==> src/rtl/revCanonPkg.sv <==
package revCanonPkg;

  localparam int VARS = 3;
  localparam int ENTRIES = 1 << VARS;
  localparam int SELW = (VARS > 1) ? $clog2(VARS) : 1;

  function automatic int factorial(input int n);
    int acc;
    acc = 1;
    for (int i = 2; i <= n; i++) acc = acc * i;
    return acc;
  endfunction

  localparam int PERMS = factorial(VARS);
  localparam int CANDS = 2 * PERMS;
  localparam int IDXW = $clog2(CANDS);
  localparam int PIDXW = $clog2(PERMS);

  typedef logic [VARS-1:0] word_t;
  typedef logic [ENTRIES-1:0][VARS-1:0] vec_t;
  typedef logic [ENTRIES*VARS-1:0] key_t;
  typedef logic [VARS-1:0][SELW-1:0] perm_t;

  typedef struct packed {
    logic loadFunc;
    logic flagErr;
    logic evalCand;
    logic firstCand;
    logic publish;
  } strobe_t;

  // Decode a permutation index into its tuple (lexicographic order, Lehmer code)
  function automatic perm_t permOf(input int idx);
    int avail [VARS];
    int rem, f, d;
    perm_t p;
    p = '0;
    rem = idx;
    for (int i = 0; i < VARS; i++) avail[i] = i;
    for (int pos = 0; pos < VARS; pos++) begin
      f = factorial(VARS - 1 - pos);
      d = rem / f;
      rem = rem % f;
      if (d > VARS - 1 - pos) d = VARS - 1 - pos;
      p[pos] = SELW'(avail[d]);
      for (int k = 0; k < VARS - 1; k++)
        if (k >= d) avail[k] = avail[k+1];
    end
    return p;
  endfunction

  function automatic word_t applyPerm(input word_t x, input perm_t p);
    word_t y;
    for (int j = 0; j < VARS; j++) y[j] = x[p[j]];
    return y;
  endfunction

  function automatic word_t undoPerm(input word_t x, input perm_t p);
    word_t y;
    y = '0;
    for (int j = 0; j < VARS; j++) y[p[j]] = x[j];
    return y;
  endfunction

  // Entry 0 becomes the most significant slice
  function automatic key_t lexKey(input vec_t v);
    key_t k;
    for (int i = 0; i < ENTRIES; i++) k[(ENTRIES-1-i)*VARS +: VARS] = v[i];
    return k;
  endfunction

  function automatic logic isPermutation(input vec_t v);
    logic [ENTRIES-1:0] seen;
    seen = '0;
    for (int i = 0; i < ENTRIES; i++) seen[v[i]] = 1'b1;
    return &seen;
  endfunction

endpackage

==> src/rtl/revCanonCtrl.sv <==
module revCanonCtrl
  import revCanonPkg::*;
(
  input  logic            clk,
  input  logic            rstN,
  input  logic            start,
  input  logic            permOk,
  output strobe_t         strobe,
  output logic [IDXW-1:0] candIdx,
  output logic            busy,
  output logic            done
);

  typedef enum logic [1:0] {ST_IDLE, ST_CHECK, ST_SCAN} state_t;

  state_t state;
  logic [IDXW-1:0] cnt;
  logic lastCand;

  assign lastCand = (cnt == IDXW'(CANDS - 1));
  assign candIdx = cnt;
  assign busy = (state != ST_IDLE);

  always_comb begin
    strobe = '0;
    strobe.loadFunc  = (state == ST_IDLE) && start;
    strobe.flagErr   = (state == ST_CHECK) && !permOk;
    strobe.evalCand  = (state == ST_SCAN);
    strobe.firstCand = (state == ST_SCAN) && (cnt == '0);
    strobe.publish   = (state == ST_SCAN) && lastCand;
  end

  always_ff @(posedge clk or negedge rstN) begin
    if (!rstN) begin
      state <= ST_IDLE;
      cnt   <= '0;
      done  <= 1'b0;
    end else begin
      done <= strobe.flagErr || strobe.publish;
      unique case (state)
        ST_IDLE: begin
          cnt <= '0;
          if (start) state <= ST_CHECK;
        end
        ST_CHECK: begin
          cnt   <= '0;
          state <= permOk ? ST_SCAN : ST_IDLE;
        end
        ST_SCAN: begin
          cnt <= cnt + 1'b1;
          if (lastCand) state <= ST_IDLE;
        end
        default: state <= ST_IDLE;
      endcase
    end
  end

  AST_DONE_ONE_CYCLE: assert property (@(posedge clk) disable iff (!rstN)
    done |=> !done);

  AST_START_TAKEN: assert property (@(posedge clk) disable iff (!rstN)
    (start && !busy) |=> busy);

  AST_IDLE_AT_DONE: assert property (@(posedge clk) disable iff (!rstN)
    done |-> !busy);

  AST_CAND_RANGE: assert property (@(posedge clk) disable iff (!rstN)
    (state == ST_SCAN) |-> (cnt < IDXW'(CANDS)));

endmodule

==> src/rtl/revCanonDp.sv <==
module revCanonDp
  import revCanonPkg::*;
(
  input  logic             clk,
  input  logic             rstN,
  input  strobe_t          strobe,
  input  logic [IDXW-1:0]  candIdx,
  input  vec_t             funcIn,
  output logic             permOk,
  output vec_t             canonOut,
  output logic [PIDXW-1:0] permIdx,
  output logic             invFlag,
  output logic             notPerm
);

  vec_t funcReg;
  vec_t invVec;
  vec_t srcVec;
  vec_t candVec;
  vec_t bestVec;
  logic [PIDXW-1:0] bestPerm;
  logic bestInv;

  perm_t curPerm;
  logic [PIDXW-1:0] curPermIdx;
  logic curInv;
  logic takeCand;

  vec_t nextVec;
  logic [PIDXW-1:0] nextPerm;
  logic nextInv;

  assign permOk = isPermutation(funcReg);

  // Inverse: entry at index f(i) holds i
  always_comb begin
    invVec = '0;
    for (int i = 0; i < ENTRIES; i++) invVec[funcReg[i]] = word_t'(i);
  end

  assign curInv = (candIdx >= IDXW'(PERMS));
  assign curPermIdx = PIDXW'(int'(candIdx) % PERMS);
  assign curPerm = permOf(int'(curPermIdx));
  assign srcVec = curInv ? invVec : funcReg;

  // Conjugate the source by the selected bit permutation
  always_comb begin
    for (int x = 0; x < ENTRIES; x++)
      candVec[x] = applyPerm(srcVec[undoPerm(word_t'(x), curPerm)], curPerm);
  end

  // Strict compare keeps the earliest candidate on a tie
  assign takeCand = strobe.firstCand || (lexKey(candVec) < lexKey(bestVec));
  assign nextVec  = takeCand ? candVec : bestVec;
  assign nextPerm = takeCand ? curPermIdx : bestPerm;
  assign nextInv  = takeCand ? curInv : bestInv;

  always_ff @(posedge clk or negedge rstN) begin
    if (!rstN) begin
      funcReg  <= '0;
      bestVec  <= '0;
      bestPerm <= '0;
      bestInv  <= 1'b0;
      canonOut <= '0;
      permIdx  <= '0;
      invFlag  <= 1'b0;
      notPerm  <= 1'b0;
    end else begin
      if (strobe.loadFunc) funcReg <= funcIn;
      if (strobe.evalCand) begin
        bestVec  <= nextVec;
        bestPerm <= nextPerm;
        bestInv  <= nextInv;
      end
      if (strobe.publish) begin
        canonOut <= nextVec;
        permIdx  <= nextPerm;
        invFlag  <= nextInv;
        notPerm  <= 1'b0;
      end else if (strobe.flagErr) begin
        canonOut <= '0;
        permIdx  <= '0;
        invFlag  <= 1'b0;
        notPerm  <= 1'b1;
      end
    end
  end

  AST_OUT_HOLD: assert property (@(posedge clk) disable iff (!rstN)
    !(strobe.publish || strobe.flagErr) |=>
      ($stable(canonOut) && $stable(permIdx) && $stable(invFlag) && $stable(notPerm)));

  AST_ERR_CLEARS: assert property (@(posedge clk) disable iff (!rstN)
    strobe.flagErr |=> (notPerm && canonOut == '0 && permIdx == '0 && !invFlag));

  AST_RESULT_IS_PERM: assert property (@(posedge clk) disable iff (!rstN)
    strobe.publish |=> (isPermutation(canonOut) && !notPerm));

  AST_BEST_NONINCREASING: assert property (@(posedge clk) disable iff (!rstN)
    (strobe.evalCand && !strobe.firstCand) |=>
      (lexKey(bestVec) <= $past(lexKey(bestVec))));

  AST_PERM_IDX_RANGE: assert property (@(posedge clk) disable iff (!rstN)
    strobe.publish |=> (permIdx < PIDXW'(PERMS)));

endmodule

==> src/rtl/revCanon.sv <==
module revCanon
  import revCanonPkg::*;
(
  input  logic                      clk,
  input  logic                      rstN,
  input  logic                      start,
  input  logic [ENTRIES*VARS-1:0]   funcIn,
  output logic                      busy,
  output logic                      done,
  output logic                      notPerm,
  output logic [ENTRIES*VARS-1:0]   canonOut,
  output logic [PIDXW-1:0]          permIdx,
  output logic                      invFlag
);

  strobe_t strobe;
  logic [IDXW-1:0] candIdx;
  logic permOk;
  vec_t canonVec;

  revCanonCtrl uCtrl (
    .clk     (clk),
    .rstN    (rstN),
    .start   (start),
    .permOk  (permOk),
    .strobe  (strobe),
    .candIdx (candIdx),
    .busy    (busy),
    .done    (done)
  );

  revCanonDp uDp (
    .clk      (clk),
    .rstN     (rstN),
    .strobe   (strobe),
    .candIdx  (candIdx),
    .funcIn   (vec_t'(funcIn)),
    .permOk   (permOk),
    .canonOut (canonVec),
    .permIdx  (permIdx),
    .invFlag  (invFlag),
    .notPerm  (notPerm)
  );

  assign canonOut = canonVec;

endmodule

==> config.mk <==
export PLATFORM = sky130hd
export DESIGN_NAME = revCanon
export DESIGN_NICKNAME = d
export VERILOG_FILES = /design/src/rtl/revCanonPkg.sv /design/src/rtl/revCanonCtrl.sv /design/src/rtl/revCanonDp.sv /design/src/rtl/revCanon.sv
export SDC_FILE = /design/constraint.sdc
export NUM_CORES = 1
export LEC_CHECK = 0
export BUFFER_PORTS_ARGS = -buffer_cell sky130_fd_sc_hd__buf_4
export CAP_MARGIN = 10
export CELL_PAD_IN_SITES_DETAIL_PLACEMENT = 0
export CELL_PAD_IN_SITES_GLOBAL_PLACEMENT = 1
export CORE_AREA = 2 2 86 171
export CTS_BUF_LIST = sky130_fd_sc_hd__clkbuf_4 sky130_fd_sc_hd__clkbuf_8
export CTS_CLUSTER_DIAMETER = 50
export DETAILED_ROUTE_END_ITERATION = 16
export DIE_AREA = 0 0 88 173
export PLACE_DENSITY = 0.83
export SLEW_MARGIN = 25
export SYNTH_ARGS = -nofsm -noshare
export SYNTH_HDL_FRONTEND = slang
export SYNTH_SLANG_ARGS = --single-unit
==> constraint.sdc <==
create_clock -name clk -period 14.55 [get_ports clk]
set_input_delay 0.7275 -clock clk [delete_from_list [all_inputs] [get_ports clk]]
set_output_delay 0.7275 -clock clk [all_outputs]
set_load 0.1 [all_outputs]
==> flow_summary_export.csv <==
group,metric,value,unit
run_status,status,"complete, no violations",
worst_setup_path,critical_path_buf_inv_count,1,
sta,max_freq,0.157,GHz
worst_setup_path,timing.critical_path.from_type,"flip-flop",
clock_tree,clk_root_buffer_cell,"sky130_fd_sc_hd__clkbuf_8",
place,detailed_place.area,7140,um2
synthesis,multiplexer_area_fraction_after_synthesis,9.88,%
grt,grt_max_degree,61,
clock_tree,max-clock-path-buffers,2,
final_layout,fillcell_total,1297,
synthesis,yosys_most_used_dff,"sky130_fd_sc_hd__dfrtp_1",
route,vias,6313,
synthesis,post_synth_edffs,0,
place,port-buffer-count,57,
grt,grt-ovfl-total,0,
clock_tree,numCtsBuffers,9,
worst_setup_path,critical_path_peak_fanout,28,
synthesis,post_synth.cell_area_avg,8.92,um2
synthesis,synth_xor_area_share,0.663,%
synthesis,synth_top_area_cells,"sky130_fd_sc_hd__dfrtp_1 33%, sky130_fd_sc_hd__ha_1 5.1%, sky130_fd_sc_hd__mux2_2 5.1%, sky130_fd_sc_hd__nor2_1 3.1%, sky130_fd_sc_hd__a211oi_1 2.8%",
floorplan,die-area,15200,um2
clock_tree,clock_sink_count,88,
pwr,power_switching,824,uW
synthesis,synth_compound_gate_area_share,22.6,%
pwr,power.clock.fraction,11.5,%
final_layout,proportion_of_layout_cells_with_a_drive_suffix_above_1,17.4,%
sta,worst_pin_slew,1200,ps
route,route.detailed.drc,0,
synthesis,syn-num-nets,795,
place,gpl.final_weighted_congestion,0.987,
pwr,power.static_leakage,0.00313,uW
route,routed_wire_length,22.0,mm
synthesis,post_synth_num_cell_types,75,
floorplan,boundaryPins,58,
pwr,p_total,1550,uW
worst_setup_path,critPathRequiredTime,14810,ps
pwr,sequentialPowerShare,29.1,%
worst_setup_path,critPathTopFamily,"compound AO/OA/AOI/OAI gates",
grt,grt.total_usage,29.7,%
pwr,ir_worst_vdd,130,uV
worst_setup_path,r2r_setup_slack,8180,ps
sta,finalWorstSetupSlack,8180,ps
final_layout,layout.cell_area.non_filler,7330,um2
sta,finClkSkew,16.0,ps
synthesis,syn-instance-count,741,
pwr,power.share.combinational,59.4,%
worst_setup_path,crit_chain,"nor2b_1, ha_1, nor4bb_1, nor3_1, nand3_1, nand3_1, o211a_1, a221oi_1, ha_1, a21o_1, a21o_1, a21oi_1, o22ai_1, o21ai_1, buf_4, nand3_4, mux2_1",
synthesis,synth_top_family_by_area,"compound AO/OA/AOI/OAI gates",
synthesis,number_of_synthesized_register_bits,88,
worst_setup_path,cp-end-kind,"flip-flop",
sta,drv_slew,0,
final_layout,flow.area_growth_from_synthesis,10.9,%
synthesis,post_synth_most_frequent_cells,"88 x sky130_fd_sc_hd__dfrtp_1, 54 x sky130_fd_sc_hd__nor2_1, 42 x sky130_fd_sc_hd__inv_1",
floorplan,die_h,173,um
clock_tree,worstSkewPairLatency,380,ps
floorplan,initial_utilization,47.8,%
worst_setup_path,max_stage_delay,620,ps
floorplan,die-width,88,um
route,drt-vias-per-instance,6.57,
synthesis,netlist.top_cell.by_area,"sky130_fd_sc_hd__dfrtp_1",
floorplan,core_region_area,13800,um2
synthesis,synth.top_cell.area_share,33.3,%
min_path,hold_class,"in2async",
pwr,switching_share,53.1,%
floorplan,std_cell_rows,61,
sta,timing.final.setup_violations,0,
synthesis,synth.cell_area,6610,um2
final_layout,fin_nets,821,
synthesis,count_of_yosys_warnings_during_synthesis,0,
clock_tree,cts-hold-fix-buffers,0,
sta,final.period_utilization,43.8,%
route,routedWlPerCell,22.9,um
sta,hold_violations,0,
final_layout,antennaDiodeCount,0,
grt,antenna_found_initial,0,
pwr,internal_power,727,uW
grt,first_pass_grt_wire_length,34.6,mm
synthesis,ys_async_sr_fraction,100,%
clock_tree,htree_num_levels,3,
worst_setup_path,reg2reg_to,"uDp.bestVec[14]",
route,drt.antenna.violating_nets,0,
synthesis,synth_adder_area_share,5.11,%
worst_setup_path,cp.arrival,6630,ps
job,number_of_max_cap_violations,0,
final_layout,utilization,53.1,%
synthesis,synthMostInstantiatedCell,"sky130_fd_sc_hd__dfrtp_1",
worst_setup_path,path_depth_of_the_worst_reg2reg_path,17,
worst_setup_path,timing.setup.critical_path_class,"reg2reg",
sta,final_period_minus_worst_setup_slack,6370,ps
route,drt_first_pass_iters,5,
pwr,power.density_cell_area,211,nW/um2
worst_setup_path,worst_path_max_delay_cell,"sky130_fd_sc_hd__o21ai_1",
synthesis,synth.yosys.seq_area_share,33.3,%
route,drt_iter0_markers,390,
sta,rsz0062_at_grt,"false",
clock_tree,tritoncts_clock_tree,"built",
sta,max-slew-margin-rel,19.0,%
sta,setup_total_negative_slack,0,ps
grt,first_global_vias,6347,
place,dp_hpwl,17.3,mm
clock_tree,postCtsSetupBuffers,0,
place,placement.setup.worst_slack,8290,ps
clock_tree,postCtsResizedCells,0,
clock_tree,path_clk_slew,110,ps
worst_setup_path,regToRegStartpoint,"uCtrl.candIdx[2]",
synthesis,yosys.area_share.simple,22.4,%
kinds of logic (layout without fill, tap and decap cells):
kind of cell | after synthesis | after routing
simple gates | 262 | 262
compound gates | 202 | 202
buf+inv | 98 | 129
flops | 88 | 88
mux | 59 | 59
fa+ha+maj | 27 | 27
xor+xnor | 5 | 5
power groups by stage:
stage	logic, uW	clock network, uW	registers (uW)
final	921	179	451
after global routing	1000	193	462
after CTS	911	183	445
after detailed placement	908	0	450
after global placement	895	0	447
after floorplan	721	0	348
how the worst max path moves through the flow:
stage,from,cells past startpoint,slack (ps),to
final,uCtrl.candIdx[2],17,8180,uDp.bestVec[14]
after global routing,uCtrl.candIdx[2],17,7800,uDp.bestVec[23]
after floorplan,uCtrl.candIdx[0],21,9630,uDp.canonOut[1]
after CTS,uCtrl.candIdx[2],17,8260,uDp.bestVec[14]
after global placement,uCtrl.candIdx[2],18,8440,uDp.bestVec[6]
after detailed placement,uCtrl.candIdx[2],17,8290,uDp.bestVec[6]
layer usage:
layer  global-route usage [%]  share of wire, %
met5                        0                 0
met4                     19.7               7.5
met3                     4.68               4.5
met2                     54.5                55
met1                     29.0                33
worst register-to-register path, delay by kind of cell (launching register included):
kind | cells | cell delay (ps)
compound gates | 7 | 2030
simple gates | 6 | 2050
fa+ha+maj | 2 | 760
flops | 1 | 600
mux | 1 | 500
buf+inv | 1 | 320
layout by cell type, fill, tap and decap left out, drive strengths merged, types with 13 or more instances in the layout:
cell type	instances
ha	27
nand4	14
o211ai	18
nor2	54
nor3b	16
a211oi	25
mux2	47
and3b	13
o221ai	17
inv	47
buf	70
dfrtp	88
o21ai	24
nand2	38
nand3b	14
nor3	22
a21oi	24
nand3	34
flip-flops by register name, indices dropped and copies added (netlist names):
name / count
uDp.bestInv: 1
uDp.notPerm: 1
uDp.invFlag: 1
uDp.funcReg: 24
uDp.canonOut: 24
uCtrl.done: 1
uDp.bestVec: 24
uDp.bestPerm: 3
uCtrl.candIdx: 4
uCtrl.state: 2
uDp.permIdx: 3
stage by stage:
stage / hold slack (ps) / cells
floorplan: 432 / 741
finish: 249 / 961
detailed placement: 466 / 945
global placement: 461 / 945
CTS: 257 / 961
global route: 261 / 961
cell type report:
cell class	count	area [um2]	area share (%)
clock inverter	6	56.3	0.768
tap	189	236	3.22
sequential	88	2200	30.0
timing repair buffer	70	526	7.17
multi-input combinational	555	4010	54.7
inverter	43	161	2.20
clock buffer	10	138	1.88
Power figures use the tool's default switching activity.
